===== src/rtl/nand_seq_pkg.sv =====
package nand_seq_pkg;

   typedef enum logic [1:0] {
      OP_CMD   = 2'd0,
      OP_ADDR  = 2'd1,
      OP_WRITE = 2'd2,
      OP_READ  = 2'd3
   } op_kind_e;

   typedef enum logic [2:0] {
      ST_IDLE,
      ST_SETUP,
      ST_STROBE,
      ST_HOLD,
      ST_BUSYWIN,
      ST_POLL,
      ST_RRDLY
   } seq_state_e;

   // register select values
   localparam int T_STRB_LO   = 0;
   localparam int T_STRB_HI   = 1;
   localparam int T_LAT_SU    = 2;
   localparam int T_LAT_HD    = 3;
   localparam int T_CE_SU     = 4;
   localparam int T_CE_HD     = 5;
   localparam int T_DAT_SU    = 6;
   localparam int T_DAT_HD    = 7;
   localparam int T_WR2BUSY   = 8;
   localparam int T_RD_ACC    = 9;
   localparam int T_CE_ACC    = 10;
   localparam int T_RDY2RD    = 11;
   localparam int T_BUSY_TO   = 12;
   localparam int NUM_CNT     = 12;
   localparam int NUM_TIMING  = 13;
   localparam int IDX_W       = $clog2(NUM_TIMING);

   // reset values, sized for a 100 MHz system clock
   function automatic int timing_default(int idx);
      case (idx)
         T_CE_SU:   return 2;
         T_WR2BUSY: return 20;
         T_RD_ACC:  return 4;
         T_CE_ACC:  return 10;
         T_RDY2RD:  return 2;
         T_BUSY_TO: return 1000;
         default:   return 1;
      endcase
   endfunction

endpackage


===== src/rtl/nand_timing_regs.sv =====
module nand_timing_regs
   import nand_seq_pkg::*;
#(
   parameter int CNT_W = 8,
   parameter int TO_W  = 16
) (
   input  logic                            clk,
   input  logic                            rst_n,
   input  logic                            cfg_wr,
   input  logic [IDX_W-1:0]                cfg_idx,
   input  logic [TO_W-1:0]                 cfg_wdata,
   output logic [NUM_CNT-1:0][CNT_W-1:0]   cnt_eff,
   output logic [TO_W-1:0]                 tout_eff
);

   logic [NUM_CNT-1:0][CNT_W-1:0] cnt_q;
   logic [TO_W-1:0]               tout_q;

   for (genvar g = 0; g < NUM_CNT; g++) begin : g_cnt
      always_ff @(posedge clk or negedge rst_n) begin
         if (!rst_n)
            cnt_q[g] <= CNT_W'(timing_default(g));
         else if (cfg_wr && cfg_idx == IDX_W'(g))
            cnt_q[g] <= cfg_wdata[CNT_W-1:0];
      end
      // zero stored means one cycle
      assign cnt_eff[g] = (cnt_q[g] == '0) ? CNT_W'(1) : cnt_q[g];
   end

   always_ff @(posedge clk or negedge rst_n) begin
      if (!rst_n)
         tout_q <= TO_W'(timing_default(T_BUSY_TO));
      else if (cfg_wr && cfg_idx == IDX_W'(T_BUSY_TO))
         tout_q <= cfg_wdata;
   end

   assign tout_eff = (tout_q == '0) ? TO_W'(1) : tout_q;

endmodule


===== src/rtl/nand_phase_timer.sv =====
module nand_phase_timer #(
   parameter int W = 8
) (
   input  logic         clk,
   input  logic         rst_n,
   input  logic         load,
   input  logic [W-1:0] len,
   output logic         expired
);

   logic [W-1:0] cnt_q;

   always_ff @(posedge clk or negedge rst_n) begin
      if (!rst_n)
         cnt_q <= '0;
      else if (load)
         cnt_q <= len - W'(1);
      else if (cnt_q != '0)
         cnt_q <= cnt_q - W'(1);
   end

   // a phase of len cycles ends in the cycle the count reaches zero
   assign expired = (cnt_q == '0);

   AST_LEN_NONZERO: assert property (@(posedge clk) disable iff (!rst_n)
      load |-> len != '0);

endmodule


===== src/rtl/nand_rb_sync.sv =====
module nand_rb_sync #(
   parameter int STAGES = 2
) (
   input  logic clk,
   input  logic rst_n,
   input  logic rb_n,
   output logic dev_ready
);

   if (STAGES == 0) begin : g_direct
      assign dev_ready = rb_n;
   end else begin : g_chain
      logic [STAGES-1:0] sync_q;
      always_ff @(posedge clk or negedge rst_n) begin
         if (!rst_n)
            sync_q <= '1;
         else
            sync_q <= {sync_q[STAGES-2+((STAGES==1)?1:0):0], rb_n};
      end
      assign dev_ready = sync_q[STAGES-1];
   end

endmodule


===== src/rtl/nand_cycle_seq.sv =====
module nand_cycle_seq
   import nand_seq_pkg::*;
#(
   parameter int CNT_W          = 8,
   parameter int TO_W           = 16,
   parameter int DQ_W           = 8,
   parameter int RB_SYNC_STAGES = 2
) (
   input  logic             clk,
   input  logic             rst_n,
   input  logic             cfg_wr,
   input  logic [3:0]       cfg_idx,
   input  logic [TO_W-1:0]  cfg_wdata,
   input  logic             req_valid,
   output logic             req_ready,
   input  logic [1:0]       req_kind,
   input  logic [DQ_W-1:0]  req_wdata,
   input  logic             req_wait,
   output logic             resp_valid,
   output logic [DQ_W-1:0]  resp_rdata,
   output logic             resp_err,
   output logic             nand_ce_n,
   output logic             nand_cle,
   output logic             nand_ale,
   output logic             nand_we_n,
   output logic             nand_re_n,
   output logic [DQ_W-1:0]  nand_dq_o,
   output logic             nand_dq_oe,
   input  logic [DQ_W-1:0]  nand_dq_i,
   input  logic             nand_rb_n
);

   localparam logic [CNT_W-1:0] ONE = CNT_W'(1);

   if (CNT_W < 4) begin : g_bad_cnt
      $error("CNT_W must be at least 4");
   end
   if (TO_W < CNT_W || TO_W > 32) begin : g_bad_to
      $error("TO_W must lie between CNT_W and 32");
   end
   if (IDX_W != 4) begin : g_bad_idx
      $error("register select width must be 4");
   end
   if (RB_SYNC_STAGES < 0 || RB_SYNC_STAGES > 4) begin : g_bad_sync
      $error("RB_SYNC_STAGES must be 0 to 4");
   end

   // ---------------- timing registers ----------------
   logic [NUM_CNT-1:0][CNT_W-1:0] t_eff;
   logic [TO_W-1:0]               tout_eff;

   nand_timing_regs #(.CNT_W(CNT_W), .TO_W(TO_W)) u_regs (
      .clk      (clk),
      .rst_n    (rst_n),
      .cfg_wr   (cfg_wr),
      .cfg_idx  (cfg_idx),
      .cfg_wdata(cfg_wdata),
      .cnt_eff  (t_eff),
      .tout_eff (tout_eff)
   );

   // ---------------- ready line ----------------
   logic dev_ready;

   nand_rb_sync #(.STAGES(RB_SYNC_STAGES)) u_rb (
      .clk      (clk),
      .rst_n    (rst_n),
      .rb_n     (nand_rb_n),
      .dev_ready(dev_ready)
   );

   // ---------------- request state ----------------
   seq_state_e      st_q, st_nxt;
   op_kind_e        kind_q;
   logic [DQ_W-1:0] wdata_q;
   logic            wait_q;

   logic accept;
   assign req_ready = (st_q == ST_IDLE);
   assign accept    = req_ready && req_valid;

   always_ff @(posedge clk or negedge rst_n) begin
      if (!rst_n) begin
         kind_q  <= OP_CMD;
         wdata_q <= '0;
         wait_q  <= 1'b0;
      end else if (accept) begin
         kind_q  <= op_kind_e'(req_kind);
         wdata_q <= req_wdata;
         wait_q  <= req_wait;
      end
   end

   // ---------------- phase lengths ----------------
   function automatic logic [CNT_W-1:0] max2(logic [CNT_W-1:0] a, logic [CNT_W-1:0] b);
      return (a > b) ? a : b;
   endfunction

   op_kind_e         k_sel;
   logic             k_read, k_latch;
   logic [CNT_W-1:0] s_len, l_len, h_len, cea_rem;

   always_comb begin
      k_sel   = req_ready ? op_kind_e'(req_kind) : kind_q;
      k_read  = (k_sel == OP_READ);
      k_latch = (k_sel == OP_CMD) || (k_sel == OP_ADDR);
      s_len   = k_read ? t_eff[T_CE_SU]
                       : max2(max2(t_eff[T_CE_SU], t_eff[T_DAT_SU]),
                              k_latch ? t_eff[T_LAT_SU] : ONE);
      cea_rem = (t_eff[T_CE_ACC] > s_len) ? t_eff[T_CE_ACC] - s_len : ONE;
      l_len   = k_read ? max2(max2(t_eff[T_STRB_LO], t_eff[T_RD_ACC]), cea_rem)
                       : t_eff[T_STRB_LO];
      h_len   = k_read ? max2(t_eff[T_CE_HD], t_eff[T_STRB_HI])
                       : max2(max2(t_eff[T_CE_HD], t_eff[T_STRB_HI]),
                              max2(t_eff[T_DAT_HD], k_latch ? t_eff[T_LAT_HD] : ONE));
   end

   // ---------------- timers ----------------
   logic             ph_load, ph_exp, to_load, to_exp;
   logic [CNT_W-1:0] ph_len;

   nand_phase_timer #(.W(CNT_W)) u_phase (
      .clk    (clk),
      .rst_n  (rst_n),
      .load   (ph_load),
      .len    (ph_len),
      .expired(ph_exp)
   );

   nand_phase_timer #(.W(TO_W)) u_tout (
      .clk    (clk),
      .rst_n  (rst_n),
      .load   (to_load),
      .len    (tout_eff),
      .expired(to_exp)
   );

   // ---------------- sequencing ----------------
   logic finish, fin_err, capture;

   always_comb begin
      st_nxt  = st_q;
      ph_load = 1'b0;
      ph_len  = ONE;
      to_load = 1'b0;
      finish  = 1'b0;
      fin_err = 1'b0;
      capture = 1'b0;
      case (st_q)
         ST_IDLE: if (req_valid) begin
            st_nxt  = ST_SETUP;
            ph_load = 1'b1;
            ph_len  = s_len;
         end
         ST_SETUP: if (ph_exp) begin
            st_nxt  = ST_STROBE;
            ph_load = 1'b1;
            ph_len  = l_len;
         end
         ST_STROBE: if (ph_exp) begin
            capture = k_read;
            st_nxt  = ST_HOLD;
            ph_load = 1'b1;
            ph_len  = h_len;
         end
         ST_HOLD: if (ph_exp) begin
            if (wait_q) begin
               st_nxt  = ST_BUSYWIN;
               ph_load = 1'b1;
               ph_len  = t_eff[T_WR2BUSY];
            end else begin
               st_nxt = ST_IDLE;
               finish = 1'b1;
            end
         end
         ST_BUSYWIN: if (ph_exp) begin
            st_nxt  = ST_POLL;
            to_load = 1'b1;
         end
         ST_POLL: begin
            if (dev_ready) begin
               st_nxt  = ST_RRDLY;
               ph_load = 1'b1;
               ph_len  = t_eff[T_RDY2RD];
            end else if (to_exp) begin
               st_nxt  = ST_IDLE;
               finish  = 1'b1;
               fin_err = 1'b1;
            end
         end
         ST_RRDLY: if (ph_exp) begin
            st_nxt = ST_IDLE;
            finish = 1'b1;
         end
         default: st_nxt = ST_IDLE;
      endcase
   end

   always_ff @(posedge clk or negedge rst_n) begin
      if (!rst_n) begin
         st_q       <= ST_IDLE;
         resp_valid <= 1'b0;
         resp_err   <= 1'b0;
         resp_rdata <= '0;
      end else begin
         st_q       <= st_nxt;
         resp_valid <= finish;
         if (finish)
            resp_err <= fin_err;
         if (capture)
            resp_rdata <= nand_dq_i;
      end
   end

   // ---------------- pin decode ----------------
   logic selected;
   assign selected   = (st_q == ST_SETUP) || (st_q == ST_STROBE) || (st_q == ST_HOLD);
   assign nand_ce_n  = !selected;
   assign nand_cle   = selected && (kind_q == OP_CMD);
   assign nand_ale   = selected && (kind_q == OP_ADDR);
   assign nand_dq_oe = selected && (kind_q != OP_READ);
   assign nand_dq_o  = wdata_q;
   assign nand_we_n  = !((st_q == ST_STROBE) && (kind_q != OP_READ));
   assign nand_re_n  = !((st_q == ST_STROBE) && (kind_q == OP_READ));

   // ---------------- assertions ----------------
   AST_STROBES_EXCL: assert property (@(posedge clk) disable iff (!rst_n)
      !(!nand_we_n && !nand_re_n));

   AST_LATCH_EXCL: assert property (@(posedge clk) disable iff (!rst_n)
      !(nand_cle && nand_ale));

   AST_STROBE_UNDER_CE: assert property (@(posedge clk) disable iff (!rst_n)
      (!nand_we_n || !nand_re_n) |-> !nand_ce_n);

   AST_WE_RISE_HOLD: assert property (@(posedge clk) disable iff (!rst_n)
      $rose(nand_we_n) |-> (!nand_ce_n && $stable(nand_cle) && $stable(nand_ale)
                            && $stable(nand_dq_o) && nand_dq_oe));

   AST_NO_DRIVE_ON_READ: assert property (@(posedge clk) disable iff (!rst_n)
      !nand_re_n |-> !nand_dq_oe);

   AST_ERR_WITH_RESP: assert property (@(posedge clk) disable iff (!rst_n)
      $rose(resp_err) |-> resp_valid);

   AST_READY_DROP_ON_ACCEPT: assert property (@(posedge clk) disable iff (!rst_n)
      $fell(req_ready) |-> $past(req_valid));

   AST_RESP_PULSE: assert property (@(posedge clk) disable iff (!rst_n)
      resp_valid |=> !resp_valid);

endmodule


===== config.mk =====
export PLATFORM = sky130hd
export DESIGN_NAME = nand_cycle_seq
export DESIGN_NICKNAME = d
export VERILOG_FILES = /design/src/rtl/nand_seq_pkg.sv /design/src/rtl/nand_timing_regs.sv /design/src/rtl/nand_phase_timer.sv /design/src/rtl/nand_rb_sync.sv /design/src/rtl/nand_cycle_seq.sv
export SDC_FILE = /design/constraint.sdc
export NUM_CORES = 1
export LEC_CHECK = 0
export BUFFER_PORTS_ARGS = -buffer_cell sky130_fd_sc_hd__buf_2
export CAP_MARGIN = 15
export CORE_ASPECT_RATIO = 0.7
export CORE_MARGIN = 3
export CORE_UTILIZATION = 60
export DETAILED_ROUTE_END_ITERATION = 10
export PLACE_DENSITY_LB_ADDON = 0.15
export SLEW_MARGIN = 20
export SYNTH_ARGS = -nofsm -noshare
export SYNTH_HDL_FRONTEND = slang
export SYNTH_SLANG_ARGS = --single-unit

===== constraint.sdc =====
create_clock -name clk -period 10.9 [get_ports clk]
set_input_delay 2.18 -clock clk [delete_from_list [all_inputs] [get_ports clk]]
set_output_delay 2.18 -clock clk [all_outputs]
set_load 0.05 [all_outputs]

==> results.cfg <==
[outcome]
outcome = finished clean

[clock_tree]
cts_buffer_depth = 2
postCtsHoldBufs = 0
clkTransAtPathRegs_ns = 0.07
cts.sinks = 162
cts_made_buffers = 17
cts_setup_buffers = 0
cts_tree = built
cts_root_buf = clkbuf_16
clock_latency_ns = 0.43
htree_levels = 4
ctsResizeCount = 0

[placement]
place_hpwl_um = 19400
place_area_um2 = 10600
numPortBuffers = 68
gp_congestion = 0.964

[detailed_routing]
wl_um = 27000
drt_iter0_markers = 954
drtAntennaViolNets = 0
drc_errors = 0
via_per_inst = 6.37
wl_per_cell_um = 20.8
vias = 8257
drt_pre_antenna_iters = 5

[pwr]
irDropWorstVdd_mv = 0.134
pwr_density_cell_nw_per_um2 = 320
totalPowerFinal_mw = 3.60
leakage_nw = 4.88

[critical_path]
cp-startpoint = u_regs.cnt_q[52]
crit_path_end_kind = flop
worstSetupStartpointType = flop
crit_path_end = u_phase.cnt_q[7]
cp.required_ns = 11.22
r2r_start = u_regs.cnt_q[52]
critPathBufInv = 2
r2r-end = u_phase.cnt_q[7]
reg2regPathDepth = 34
cp.depth = 34
crit_path_max_fanout = 13
max_stage_delay_ns = 0.71
crit_family = compound AO/OA/AOI/OAI gates
crit_slowest_cell = a222oi_1
rrSetupSlack_ns = 1.68
path_class = reg2reg
crit_arrival_ns = 9.53

[logic_synthesis]
syn_area_um2 = 10200
synth_mux_area_share_pct = 15.6
synthCells = 1041
synthAdderAreaFrac_pct = 8.25
synth_nets = 1151
ys_seq_area_share_pct = 39.9
synth_xor_xnor_area_share_pct = 2.23
synth_top_family_by_area = simple AND/OR/NAND/NOR gates
synth_compound_area_share_pct = 14.1
synth_async_sr_flop_share_pct = 100
ys_ff_latch = 162
syn_area_per_cell_um2 = 9.82
synth_cell_types = 79
synth_edf_count = 0
ys.flop_type = dfrtp_1
yosys.area_share.simple_pct = 15.8
ys_warn_count = 0

[sta]
tightest_slew_ns = 0.990
hold_viol = 0
rsz0062_at_grt = false
skew_ns = 0.00967
fin_setup_tns_ns = 0
final-setup-viol-count = 0
fmax_mhz = 108
slew_viol_final = 0
period_share_pct = 84.6
period_minus_slack_ns = 9.22
max-slew-margin-rel_pct = 33.8

[final_layout]
area_growth_pct = 9.78
final_cell_area_um2 = 11200
nNetsFinal = 1168
n_antenna_cell = 0
drive_gt1_share_pct = 26.0
final.fill_count = 1321

[grt]
grt_max_degree = 87
grt_pass1_vias = 7678
grt_pass1_wl_um = 42500
gr-total-overflow = 0
track_usage_pct = 29.3
antenna_found_initial = 0

[run]
cap_violations = 0

[die]
boundaryPins = 69
rows = 39
die_h_um = 115
core_um2 = 16500
start_util_pct = 62.0
die-area_um2 = 18700
die_w_um = 162

[hold_path]
holdPathStages = 0
min-delay-path-class = reg2reg
layout make-up:
type	instances	area, µm²	share of cell area [%]
clock buffer	18	429	3.82
clock inverter	14	203	1.81
timing repair buffer	71	369	3.29
inverter	37	139	1.24
multi-input combinational	769	5720	51.0
sequential	162	4080	36.4
tap	225	282	2.51
cells by family (layout without fill, tap and decap cells):
family,after synthesis,after routing
buf+inv,110,140
fa+ha+maj,67,67
simple gates,315,315
compound gates,220,220
flops,162,162
xor+xnor,26,26
mux,141,141
sequential cells by signal (all words and copies together) (netlist names):
register / count
st_q: 3
nand_dq_o: 8
resp_valid: 1
u_regs.tout_q: 16
u_rb.g_chain.sync_q: 2
u_tout.cnt_q: 16
resp_rdata: 8
u_regs.cnt_q: 96
wait_q: 1
kind_q: 2
u_phase.cnt_q: 8
resp_err: 1
layout by cell type (no fill, tap or decap), drive strengths merged, types with 11 or more instances in the layout:
cell type,n
nand4,16
a21oi,56
clkbuf,18
mux2,134
xnor2,12
dfrtp,140
buf,71
nor3,40
o21ai,56
and2,11
ha,65
dfstp,22
nand3,20
nor4,20
nand2,81
nor2,61
inv,42
o22ai,15
xor2,14
report_power, final:
group	leakage (nW)	total (mW)	internal [mW]	switching (mW)
combinational	2.63	1.96	0.792	1.17
clock	0.300	0.650	0.388	0.262
sequential	1.96	0.984	0.784	0.200
cells in the mapped netlist, types with 14 or more instances:
cell type,count,area share [%]
inv_1,37,1.4
nor2_1,60,2.2
o22ai_1,15,0.92
ha_1,65,8.0
nor4_1,20,1.2
a21oi_1,55,2.7
nor3_1,39,1.9
dfstp_2,22,5.7
nand2_1,81,3.0
clkbuf_1,67,2.5
o21ai_0,56,2.7
nand4_1,16,0.98
dfrtp_1,140,34
nand3_1,20,0.98
mux2_2,133,15
xor2_1,14,1.2
worst reg2reg max path, delay by kind of cell, from the launching register on:
kind,cells,cell delay (ns)
adders and majority gates,4,1.15
AOI/OAI and AO/OA,14,3.33
and+or+nand+nor,12,3.29
DFF,1,0.43
muxes,2,0.73
buffers and inverters,2,0.15
through the flow:
step	instances	util, %	setup WS [ns]	hold WS (ns)
floorplan	1041	-	2.27	0.345
global placement	1264	64.2	1.74	0.347
detailed placement	1264	64.2	1.39	0.351
CTS	1296	68.0	1.80	0.361
global route	1296	68.1	0.991	0.362
finish	1296	68.1	1.68	0.361
routing by layer:
metal | part of all wire [%] | wire, µm | track usage, %
met1 | 48 | 13100 | 45.3
met2 | 43 | 11500 | 42.2
met3 | 7.1 | 1920 | 5.51
met4 | 1.9 | 524 | 7.56
met5 | 0 | 0 | 0
worst min path at each step:
stage | endpoint | startpoint | slack, ns
CTS | u_rb.g_chain.sync_q[1] | u_rb.g_chain.sync_q[0] | 0.36
global route | u_rb.g_chain.sync_q[1] | u_rb.g_chain.sync_q[0] | 0.36
finish | u_rb.g_chain.sync_q[1] | u_rb.g_chain.sync_q[0] | 0.36
detailed placement | u_rb.g_chain.sync_q[1] | u_rb.g_chain.sync_q[0] | 0.35
floorplan | u_rb.g_chain.sync_q[1] | u_rb.g_chain.sync_q[0] | 0.35
global placement | u_rb.g_chain.sync_q[1] | u_rb.g_chain.sync_q[0] | 0.35
No activity file was read; power rests on OpenSTA's default activity.
